$ cat config.mk
export PLATFORM = sky130hd
export DESIGN_NAME = att_ramp_stereo
export DESIGN_NICKNAME = d
export VERILOG_FILES = /design/src/rtl/att_pkg.sv /design/src/rtl/att_gain_map.sv /design/src/rtl/att_gain_ramp.sv /design/src/rtl/att_chan_scale.sv /design/src/rtl/att_ramp_stereo.sv
export SDC_FILE = /design/constraint.sdc
export NUM_CORES = 1
export LEC_CHECK = 0
export ABC_CLOCK_PERIOD_IN_PS = 5000
export BUFFER_PORTS_ARGS = -buffer_cell sky130_fd_sc_hd__buf_4
export CAP_MARGIN = 10
export CORE_ASPECT_RATIO = 0.8
export CORE_UTILIZATION = 40
export DETAILED_ROUTE_END_ITERATION = 8
export HOLD_SLACK_MARGIN = 0.12
export PLACE_DENSITY_LB_ADDON = 0.2
export SETUP_SLACK_MARGIN = 0.3
export SLEW_MARGIN = 20
export SYNTH_ARGS = -nofsm -noshare
export SYNTH_HDL_FRONTEND = slang
export SYNTH_SLANG_ARGS = --single-unit
$ cat constraint.sdc
create_clock -name clk_i -period 5 [get_ports clk_i]
set_input_delay 0.75 -clock clk_i [delete_from_list [all_inputs] [get_ports clk_i]]
set_output_delay 0.75 -clock clk_i [all_outputs]
set_load 0.01 [all_outputs]
$ cat src/rtl/att_pkg.sv
package att_pkg;
  typedef enum logic [1:0] {
    RAMP_HOLD = 2'd0,
    RAMP_UP   = 2'd1,
    RAMP_DOWN = 2'd2
  } ramp_dir_e;
endpackage

$ cat src/rtl/att_gain_map.sv
module att_gain_map #(
  parameter int CODE_W  = 7,
  parameter int LEVEL_W = 10
) (
  input  logic [CODE_W-1:0] code_i,
  output logic [LEVEL_W:0]  level_o
);
  localparam int SHIFT = LEVEL_W - CODE_W;
  localparam logic [CODE_W-1:0] CODE_MAX = '1;
  localparam logic [LEVEL_W:0] FULL = (LEVEL_W+1)'(1) << LEVEL_W;

  // linear map; top code is lifted to exact full scale
  always_comb begin
    if (code_i == CODE_MAX) level_o = FULL;
    else                    level_o = (LEVEL_W+1)'(code_i) << SHIFT;
  end
endmodule

$ cat src/rtl/att_gain_ramp.sv
module att_gain_ramp
  import att_pkg::*;
#(
  parameter int LEVEL_W = 10
) (
  input  logic             clk_i,
  input  logic             rst_ni,
  input  logic             step_i,
  input  logic [LEVEL_W:0] target_i,
  output logic [LEVEL_W:0] level_o
);
  logic [LEVEL_W:0] level_q;
  ramp_dir_e        dir;

  always_comb begin
    if (target_i > level_q)      dir = RAMP_UP;
    else if (target_i < level_q) dir = RAMP_DOWN;
    else                         dir = RAMP_HOLD;
  end

  always_ff @(posedge clk_i or negedge rst_ni) begin
    if (!rst_ni) begin
      level_q <= '0;
    end else if (step_i) begin
      unique case (dir)
        RAMP_UP:   level_q <= level_q + 1'b1;
        RAMP_DOWN: level_q <= level_q - 1'b1;
        default:   level_q <= level_q;
      endcase
    end
  end

  assign level_o = level_q;
endmodule

$ cat src/rtl/att_chan_scale.sv
module att_chan_scale #(
  parameter int DATA_W  = 16,
  parameter int LEVEL_W = 10
) (
  input  logic              clk_i,
  input  logic              rst_ni,
  input  logic              en_i,
  input  logic [DATA_W-1:0] sample_i,
  input  logic [LEVEL_W:0]  level_i,
  output logic [DATA_W-1:0] sample_o
);
  localparam int PROD_W = DATA_W + LEVEL_W + 2;
  localparam logic signed [PROD_W-1:0] HALF = PROD_W'(1) <<< (LEVEL_W - 1);

  logic signed [PROD_W-1:0] a_ext, b_ext, prod, rnd;
  logic [DATA_W-1:0]        scaled;
  logic [DATA_W-1:0]        sample_q;

  always_comb begin
    a_ext  = $signed(sample_i);
    b_ext  = $signed({{(PROD_W-LEVEL_W-1){1'b0}}, level_i});
    prod   = a_ext * b_ext;
    rnd    = prod + HALF;
    scaled = rnd[LEVEL_W +: DATA_W];
  end

  always_ff @(posedge clk_i or negedge rst_ni) begin
    if (!rst_ni)     sample_q <= '0;
    else if (en_i)   sample_q <= (level_i == '0) ? '0 : scaled;
  end

  assign sample_o = sample_q;
endmodule

$ cat src/rtl/att_ramp_stereo.sv
module att_ramp_stereo #(
  parameter int DATA_W  = 16,
  parameter int CODE_W  = 7,
  parameter int LEVEL_W = 10
) (
  input  logic              clk_i,
  input  logic              rst_ni,
  input  logic              valid_i,
  input  logic [DATA_W-1:0] left_i,
  input  logic [DATA_W-1:0] right_i,
  input  logic [CODE_W-1:0] atten_code_i,
  output logic              valid_o,
  output logic [DATA_W-1:0] left_o,
  output logic [DATA_W-1:0] right_o
);
  localparam int NCH   = 2;
  localparam int LVL_W = LEVEL_W + 1;

  logic [LVL_W-1:0]             target_lvl;
  logic [LVL_W-1:0]             level_q;
  logic [NCH-1:0][DATA_W-1:0]   smp_in;
  logic [NCH-1:0][DATA_W-1:0]   smp_out;
  logic                         valid_q;

  att_gain_map #(.CODE_W(CODE_W), .LEVEL_W(LEVEL_W)) u_map (
    .code_i  (atten_code_i),
    .level_o (target_lvl)
  );

  att_gain_ramp #(.LEVEL_W(LEVEL_W)) u_ramp (
    .clk_i    (clk_i),
    .rst_ni   (rst_ni),
    .step_i   (valid_i),
    .target_i (target_lvl),
    .level_o  (level_q)
  );

  assign smp_in = {right_i, left_i};

  // multiply uses the level before this strobe's step
  for (genvar ch = 0; ch < NCH; ch++) begin : g_ch
    att_chan_scale #(.DATA_W(DATA_W), .LEVEL_W(LEVEL_W)) u_scale (
      .clk_i    (clk_i),
      .rst_ni   (rst_ni),
      .en_i     (valid_i),
      .sample_i (smp_in[ch]),
      .level_i  (level_q),
      .sample_o (smp_out[ch])
    );
  end

  always_ff @(posedge clk_i or negedge rst_ni) begin
    if (!rst_ni) valid_q <= 1'b0;
    else         valid_q <= valid_i;
  end

  assign valid_o = valid_q;
  assign left_o  = smp_out[0];
  assign right_o = smp_out[1];
endmodule

==> flow_summary.toml, run 1 <==
[setup_path]
critical_path.endpoint_type = "register"
kind_of_launch_point_of_the_worst_setup_path = "primary input"
cp_max_fo = 4
ff2ff_setup_slack_ns = -0.38
critPathRequiredTime_ns = 5.20
timing_worst_setup_path_type = "primary input to register"
worst_ep_arrival_time_ns = 5.61

[grt]
total_routing_usage_reported_by_global_routing_pct = 20.3
maximum_number_of_pins_on_one_net_before_global_route_repair = 45
grt_first_pass_wirelength_mm = 59.7
grt-ovfl-total = 0
antenna_found_initial = 0
number_of_global_route_vias_before_repair = 12000

[placement]
dpl.hpwl_mm = 29.1
place_inst = 2261
dp_slack_ns = -0.739
detailed_place.area_um2 = 17200
gp_congestion = 0.833
numPortBuffers = 74

[sta]
postLayoutSetupSlackWorst_ns = -0.410
fmax_ghz = 0.185
holdWs_ns = 0.483
maxSlewViolCount = 0
finalWorstPathRequiredPeriod_ns = 5.41
slew_headroom_pct = 38.4
worst_slew_pin_slew_ns = 0.914
rsz_0062_raised_after_global_routing = "true"
final_hold_viol_count = 0
skew_ns = 0.0100
final_setup_violation_count = 25
timing.final.crit_share_pct = 108

[clock_network]
cts.clk_slew.worst_paths_ns = 0.08
clock_tree.root_cell = "clkbuf_16"
holdBufCountCts = 0
max-clock-path-buffers = 2
cts_num_sinks = 44
clock_tree_from_tritoncts = "done"
ctsHtreeMaxLevel = 2
clock_latency_ns = 0.31
numCtsBuffers = 5

[final_layout]
finish.net_count = 2317
fin_area_um2 = 18200
drive_above_1_share_pct = 24.5
syn_to_final_growth_pct = 25.1
layoutNonFillerInstCount = 2302
antenna-diode-count = 0

[synthesis]
postSynthNetCount = 2083
post-synth-top-count-cell = "inv_1"
yosys_register_bits = 44
synth_largest_type_area_fraction_pct = 42.0
synthesis.instances = 1587
dominantRegCellSynth = "dfrtp_1"
synth_largest_area_cell = "fa_1"
synth_area_um2 = 14500
post_synthesis_cell_type_count = 54
ys.warnings.count = 0
seq_area_frac_synth_pct = 7.58
synth_edf_count = 0
synth.cells.most_frequent = "inv_1 (391), fa_1 (305), and2_1 (192), nand2_1 (178), ha_1 (149)"
synthArstFlopShare_pct = 100
syn-mean-instance-area_um2 = 9.15
ys_top_cells_by_area = "fa_1 (42%), ha_1 (13%), inv_1 (10%)"

[status]
failed_checks = "setup timing"
status = "finished with violations"

[worst_hold_path]
min_path_type = "primary input to asynchronous set/reset pin"

[flow_run]
drv.max_cap_violation_count = 0

[floorplan]
placeableCoreArea_um2 = 35800
fp.dieH_um = 172
die-width_um = 215
top_level_ports = 75
floorplan.initialDensity_pct = 40.5
die-area_um2 = 37100
core.rowCount = 62

[detailed_routing]
routed_wire_length_per_instance_um = 15.3
avgViaCountPerCell = 4.78
final_antenna_net_count = 0
first_pass_iteration_count_of_the_detailed_router = 4
route.final.wire_length_mm = 35.2
detail_route.drc_violations = 0
iteration_0_drc_markers = 584
vias = 11000
flip-flops by register name, summed over array words and instances (netlist names):
register and flops:
g_ch.u_scale.sample_o 32, valid_o 1, u_ramp.level_o 11
cell families after synthesis:
kind of cell | after synthesis | share of synthesized area (%)
buf+inv | 468 | 12.1
simple gates | 443 | 15.8
flops | 44 | 7.58
xor+xnor | 55 | 3.32
fa+ha+maj | 454 | 54.9
compound gates | 123 | 6.27
routing by layer:
metal,vias to the layer above,part of all wire [%],track usage (%)
met1,5663,47,27.9
met3,13,2.8,1.71
met2,139,50,35.6
met5,-,0,0
li1,5188,-,-
met4,0,0.65,2.87
path summary, 6_finish.rpt:
| path | start | endpoint | cells past startpoint |
|---|---|---|---|
| worst max register to register | u_ramp.level_o[7] | g_ch[1].u_scale.sample_o[8] | 23 |
| worst min-delay path | rst_ni | g_ch[1].u_scale.sample_o[10] | 1 |
| max in group asynchronous | rst_ni | u_ramp.level_o[6] | 1 |
| min in group clk_i | g_ch[1].u_scale.sample_o[6] | g_ch[1].u_scale.sample_o[6] | 1 |
| worst min register to register | g_ch[1].u_scale.sample_o[6] | g_ch[1].u_scale.sample_o[6] | 1 |
| worst max-delay path | right_i[5] | g_ch[1].u_scale.sample_o[8] | 23 |
layout by cell type (no fill, tap or decap), types with 8 or more instances in the layout:
cell type	instances
fa_2	14
and2_4	17
fa_1	291
and2_1	175
nand4_1	8
a21oi_1	12
o21ai_0	13
nor2_1	9
xor2_1	20
nand3_1	9
dfrtp_1	41
nor2b_1	11
a22o_1	22
buf_4	262
buf_6	31
inv_2	17
ha_4	15
ha_1	129
inv_1	374
a21o_1	16
xnor2_1	30
nand2_1	170
worst max-delay path: stages:
cell	delay, ns
buf_8	0.11
and2_4	0.13
fa_1	0.54
inv_2	0.04
fa_1	0.56
inv_2	0.04
fa_1	0.47
fa_1	0.49
inv_1	0.05
fa_1	0.49
inv_2	0.04
ha_4	0.27
nand4_1	0.13
nor3_2	0.29
nor3_4	0.09
buf_4	0.14
buf_6	0.10
buf_6	0.12
a31oi_2	0.20
buf_4	0.15
a21oi_1	0.07
xnor2_1	0.13
a22o_1	0.19
timing repair:
item                       in CTS  in global routing
hold endpoints to repair        0                  0
gates resized for setup        45                 92
setup endpoints to repair      32                 32
pin swaps                      28                 62
setup buffers                  13                 18
gates cloned                    1                  1
through the flow:
step                utilization, %  setup TNS, ns
floorplan                        -          -3.57
global placement              47.9         -11.56
detailed placement            47.9         -14.36
CTS                           49.2          -5.10
global route                  50.7         -10.85
finish                        50.7          -5.99
cell type report:
type,count,area (µm²)
Multi-Input combinational cell,1075,12300
Sequential cell,44,1100
Inverter,391,1470
Clock buffer,6,139
Clock inverter,2,38.8
Timing Repair Buffer,304,2510
Fill cell,3399,17700
Tap cell,480,601
Power of run 1 is not shown: default switching activity piles up to over one toggle a cycle in this logic, so the estimate is an artifact.
==> inputs of run 2 (changes only) <==
RECOVER_POWER = 50   (was not set)
==> run 2 against run 1 <==
Compared with the run above:
- the flow finishes with violations (capacitance limit, slew limit, setup timing)
- global-route usage did not move
- register-to-register slack hardly changed
- fmax about the same
- critical path depth is the same
- count of clock-buffer cells in the layout unchanged
- routed wire length barely moved
- cell count unchanged
- cell area barely moved
- via count hardly changed
==> flow_summary.toml, run 2 (synthesized netlist as in run 1, its figures left out) <==
[flow_run]
drv.max_cap_violation_count = 1

[clock_network]
numCtsBuffers = 5
ctsHtreeMaxLevel = 2
clock_tree.root_cell = "clkbuf_16"
max-clock-path-buffers = 2
holdBufCountCts = 0
cts.clk_slew.worst_paths_ns = 0.08
cts_num_sinks = 44
clock_tree_from_tritoncts = "done"
clock_latency_ns = 0.31

[placement]
numPortBuffers = 74
gp_congestion = 0.833
dpl.hpwl_mm = 29.1

[grt]
grt-ovfl-total = 0
grt_first_pass_wirelength_mm = 59.7
maximum_number_of_pins_on_one_net_before_global_route_repair = 45
total_routing_usage_reported_by_global_routing_pct = 20.3
number_of_global_route_vias_before_repair = 12000
antenna_found_initial = 0

[detailed_routing]
vias = 11000
route.final.wire_length_mm = 35.2
avgViaCountPerCell = 4.77
final_antenna_net_count = 0
first_pass_iteration_count_of_the_detailed_router = 4
detail_route.drc_violations = 0
routed_wire_length_per_instance_um = 15.3
iteration_0_drc_markers = 589

[status]
status = "finished with violations"
failed_checks = "capacitance limit, slew limit, setup timing"

[sta]
timing.final.crit_share_pct = 108
worst_slew_pin_slew_ns = 2.94
fmax_ghz = 0.185
final_hold_viol_count = 0
finalWorstPathRequiredPeriod_ns = 5.41
slew_headroom_pct = -96.2
holdWs_ns = 0.515
skew_ns = 0.0100
final_setup_violation_count = 25
rsz_0062_raised_after_global_routing = "true"
maxSlewViolCount = 45
postLayoutSetupSlackWorst_ns = -0.410

[setup_path]
cell_with_the_largest_stage_delay_on_the_worst_path = "fa_1"
critical_path.endpoint_type = "register"
r2r_cells = 23
cp_max_fo = 4
kind_of_launch_point_of_the_worst_setup_path = "primary input"
worst_ep_arrival_time_ns = 5.61
worst_r2r_startpoint = "u_ramp.level_o[7]"
critical_path.max_stage_delay_ns = 0.56
crit_chain = "buf_8, and2_4, fa_1, inv_2, fa_1, inv_2, fa_1, fa_1, inv_1, fa_1, inv_2, ha_4, nand4_1, nor3_2, nor3_4, buf_4, buf_6, buf_6, a31oi_2, buf_4, a21oi_1, xnor2_1, a22o_1"
ff2ff_setup_slack_ns = -0.38
worst_path_most_repeated_cell = "fa_1"
timing_worst_setup_path_type = "primary input to register"
critPathRequiredTime_ns = 5.20
r2r-end = "g_ch[1].u_scale.sample_o[8]"

[final_layout]
layout.cells.most_common = "inv_1"
multiInputGateArea_um2 = 12300
layout.filler_cells = 3403
final_cell_mix = "inv_1 (374), fa_1 (291), buf_4 (259), and2_1 (175), nand2_1 (170)"
drive_above_1_share_pct = 24.4
antenna-diode-count = 0
syn_to_final_growth_pct = 25.0
largest_register_ff_count = 32
finish.net_count = 2317
ff_latch_area_um2 = 1100

[floorplan]
top_level_ports = 75
floorplan.initialDensity_pct = 40.5
fp.dieH_um = 172
die-width_um = 215
placeableCoreArea_um2 = 35800
die-area_um2 = 37100
core.rowCount = 62

[worst_hold_path]
min_to = "g_ch[1].u_scale.sample_o[6]"
min_path_type = "register to register"
min-delay-start = "g_ch[1].u_scale.sample_o[6]"
worstHoldPathCells = 1
## run 2: cell count changes in the layout (fill, tap and decap cells not counted), sizes merged
cell	delta
clkbuf	+3
buf	-3
## run 2: worst max path at each step
| stage | cells after the start | to | slack [ns] | from |
|---|---|---|---|---|
| 4_1_cts | 20 | g_ch[1].u_scale.sample_o[12] | -0.39 | right_i[5] |
| 3_5_place_dp | 20 | g_ch[1].u_scale.sample_o[13] | -0.74 | right_i[5] |
| 6_report | 23 | g_ch[1].u_scale.sample_o[8] | -0.41 | right_i[5] |
| 5_1_grt | 20 | g_ch[1].u_scale.sample_o[12] | -0.61 | right_i[5] |
| 2_1_floorplan | 18 | g_ch[1].u_scale.sample_o[13] | -0.45 | right_i[8] |
| 3_3_place_gp | 18 | g_ch[1].u_scale.sample_o[13] | -0.64 | right_i[8] |
## run 2: per-stage QoR
step	TNS (ns)	setup slack, ns	util [%]	instances	area (µm²)
after floorplan	-3.57	-0.447	-	1587	14900
after global placement	-11.56	-0.641	47.9	2261	17200
final	-5.99	-0.410	50.6	2302	18200
after global routing	-10.85	-0.614	50.6	2302	18200
after CTS	-5.10	-0.389	49.2	2283	17600
after detailed placement	-14.36	-0.739	47.9	2261	17200
## run 2: metal layers
| layer | share of wire [%] | track usage, % | vias up |
|---|---|---|---|
| met2 | 50 | 35.6 | 128 |
| met4 | 0.69 | 2.87 | 0 |
| met1 | 47 | 27.9 | 5662 |
| li1 | - | - | 5187 |
| met3 | 2.7 | 1.71 | 15 |
| met5 | 0 | 0 | - |
## run 2: final cells by class
class | count | area share, %
multi-input cells | 1075 | 67.8
repair buffers | 304 | 13.7
inverters | 391 | 8.09
flip-flops and latches | 44 | 6.09
well taps | 480 | 3.31
clock buffers | 6 | 0.765
clock inverters | 2 | 0.214
## run 2: worst max-delay path: cells and delay by family
kind	cells	cell delay (ns)
adder cells (fa/ha/maj)	6	2.82
buffers and inverters	9	0.79
AND/OR/NAND/NOR	4	0.64
AO/OA/AOI/OAI	3	0.46
XOR/XNOR	1	0.13
## run 2: timing repair
item / in CTS / in global routing
pin swaps: 28 / 62
buffers inserted: 13 / 18
gates cloned: 1 / 1
setup endpoints to repair: 32 / 32
gates resized for setup: 45 / 92
Power of run 2 is left out for the same reason.
==> inputs of run 3 (changes only) <==
SYNTH_HIERARCHICAL = 1   (was not set)
==> run 3 against run 2 <==
Compared with the run above:
- the flow finishes with violations (DRC, capacitance limit, slew limit, setup timing)
- utilization grew 1.4 points
- synthesized area grew 4.8%
- sequential cell count is the same
- critical path type is now register to register
==> flow_summary.toml, run 3 <==
[sta]
skew_ns = 0.0114
final_setup_violation_count = 23
fmax_ghz = 0.194
final_hold_viol_count = 0
sum_of_negative_setup_slack_ns = -1.55
holdWs_ns = 0.512
worst_slew_pin_slew_ns = 2.59
postLayoutSetupSlackWorst_ns = -0.155
rsz_0062_raised_after_global_routing = "true"
timing.final.crit_share_pct = 103
finalWorstPathRequiredPeriod_ns = 5.16
maxSlewViolCount = 45
slew_headroom_pct = -73.0

[placement]
dpl.hpwl_mm = 31.9
place_inst = 2383
numPortBuffers = 74
detailed_place.area_um2 = 18300
gp_congestion = 0.853

[final_layout]
drive_above_1_share_pct = 26.4
largest_register_ff_count = 32
layoutNonFillerInstCount = 2429
final_cell_mix = "inv_1 (391), fa_1 (289), buf_4 (261), nand2_1 (178), and2_1 (178)"
layout.cells.most_common = "inv_1"
syn_to_final_growth_pct = 27.6
fin_area_um2 = 19400
antenna-diode-count = 0
finish.net_count = 2440

[setup_path]
critPathRequiredTime_ns = 5.19
kind_of_launch_point_of_the_worst_setup_path = "register"
crit_chain = "buf_12, buf_12, buf_6, and2_4, fa_1, inv_1, fa_1, fa_1, inv_1, fa_1, fa_1, ha_4, a211o_1, nand2_1, a21o_1, nand4b_1, nor4b_4, a221o_1"
timing_worst_setup_path_type = "register to register"
critical_path.max_stage_delay_ns = 0.52
cell_with_the_largest_stage_delay_on_the_worst_path = "fa_1"
critical_path.endpoint_type = "register"
worst_ep_arrival_time_ns = 5.35
buffers_and_inverters_on_the_worst_path = 5
worst_path_most_repeated_cell = "fa_1"
critical-path-top-delay-family = "adder cells"
cp_max_fo = 6

[grt]
grt_first_pass_wirelength_mm = 66.3
maximum_number_of_pins_on_one_net_before_global_route_repair = 45
total_routing_usage_reported_by_global_routing_pct = 21.6
number_of_global_route_vias_before_repair = 13100
grt-ovfl-total = 0
antenna_found_initial = 0

[synthesis]
muxShareOfSynthArea_pct = 0.140
dominantRegCellSynth = "dfrtp_1"
post_synthesis_cell_type_count = 76
syn-mean-instance-area_um2 = 9.01
xor_xnor_cell_area_share_of_the_yosys_netlist_pct = 2.90
yosys_register_bits = 44
synth_area_um2 = 15200
synthArstFlopShare_pct = 100
synth_largest_area_cell = "fa_1"
seq_area_frac_synth_pct = 7.24
synthesis.instances = 1688
synth_largest_type_area_fraction_pct = 40.1
post-synth-top-count-cell = "inv_1"
combinational_family_with_the_most_area_after_synthesis = "adder cells"
synth-simple-area-share_pct = 16.1
ys_top_cells_by_area = "fa_1 (40%), ha_1 (13%), inv_1 (10%)"
ys.warnings.count = 6
synth_compound_gate_area_share_pct = 8.82
post_synth_fa_ha_maj_area_fraction_pct = 52.6
synth.cells.most_frequent = "inv_1 (411), fa_1 (305), and2_1 (200), nand2_1 (194), ha_1 (152)"
synth_edf_count = 0

[clock_network]
clock_tree_from_tritoncts = "done"
cts_num_sinks = 44
cts.clk_slew.worst_paths_ns = 0.07
ctsHtreeMaxLevel = 2
numCtsBuffers = 5
clock_latency_ns = 0.31
holdBufCountCts = 0
max-clock-path-buffers = 2
clock_tree.root_cell = "clkbuf_16"

[status]
failed_checks = "DRC, capacitance limit, slew limit, setup timing"
status = "finished with violations"

[worst_hold_path]
min_path_type = "register to register"

[detailed_routing]
first_pass_iteration_count_of_the_detailed_router = 7
iteration_0_drc_markers = 574
wl_met3_mm = 1.52
highest_layer = "met4"
route.final.wire_length_mm = 39.0
vias = 12000
routed_wire_length_per_instance_um = 16.1
detail_route.drc_violations = 2
wl_met2_mm = 18.0
met1_length_mm = 19.1
avgViaCountPerCell = 4.93
final_antenna_net_count = 0

[floorplan]
placeableCoreArea_um2 = 37300
floorplan.initialDensity_pct = 40.8
fp.dieH_um = 176
die-width_um = 220
die-area_um2 = 38800
top_level_ports = 75
core.rowCount = 63

[flow_run]
drv.max_cap_violation_count = 1
==> run 3: changes by cell type after synthesis, sizes merged, moves of 7 or more <==
cell	change
inv	+20
a21oi	+17
nand2	+16
xnor2	-14
clkbuf	-10
a22o	-8
and2	+8
nor2	+8
o21ai	+7
==> run 3: worst paths after layout <==
kind                                             start                      endpoint  slack, ns  cells after the start
max                                  u_ramp/level_o[3]  g_ch[0].u_scale/sample_o[14]      -0.16                     18
min                        g_ch[0].u_scale/sample_o[1]   g_ch[0].u_scale/sample_o[1]       0.51                      1
max reg2reg                          u_ramp/level_o[3]  g_ch[0].u_scale/sample_o[14]      -0.16                     18
min reg2reg                g_ch[0].u_scale/sample_o[1]   g_ch[0].u_scale/sample_o[1]       0.51                      1
max in group asynchronous                       rst_ni             u_ramp/level_o[2]       2.07                      1
min in group asynchronous                       rst_ni   g_ch[0].u_scale/sample_o[9]       1.25                      1
==> run 3: final cells by class <==
cell class / instances / area [µm²]
fillers: 3427 / 17900
multi-input cells: 1162 / 13200
repair buffers: 317 / 2800
inverters: 411 / 1540
flip-flops and latches: 44 / 1110
well taps: 487 / 609
clock buffers: 6 / 129
clock inverters: 2 / 16.3
==> run 3: kinds of logic (layout without fill, tap and decap cells) <==
group / count (synthesis) / in the layout
xor gates and xnor gates: 41 / 41
AOI/OAI and AO/OA: 183 / 183
and+or+nand+nor: 476 / 476
DFF: 44 / 44
muxes: 2 / 2
buffers and inverters: 484 / 736
adders and majority gates: 457 / 457
other: 1 / 3
==> run 3: per-stage QoR <==
stage / setup slack, ns / utilization (%)
global placement: -0.472 / 49.0
finish: -0.155 / 52.1
CTS: -0.182 / 50.9
global route: -0.363 / 52.1
floorplan: -0.278 / -
detailed placement: -0.502 / 49.0
==> run 3: repair_timing <==
item                       in CTS  in global routing
gates cloned                    2                  1
setup buffers                  20                 15
gates resized for setup        87                 71
setup endpoints to repair      30                 32
pin swaps                      72                 74
==> run 3: metal layers <==
layer / track usage [%] / vias to the layer above
met5: 0 / -
met4: 3.19 / 0
met3: 1.62 / 25
met2: 35.0 / 208
met1: 32.1 / 6099
li1: - / 5653
Power of run 3 is left out for the same reason.
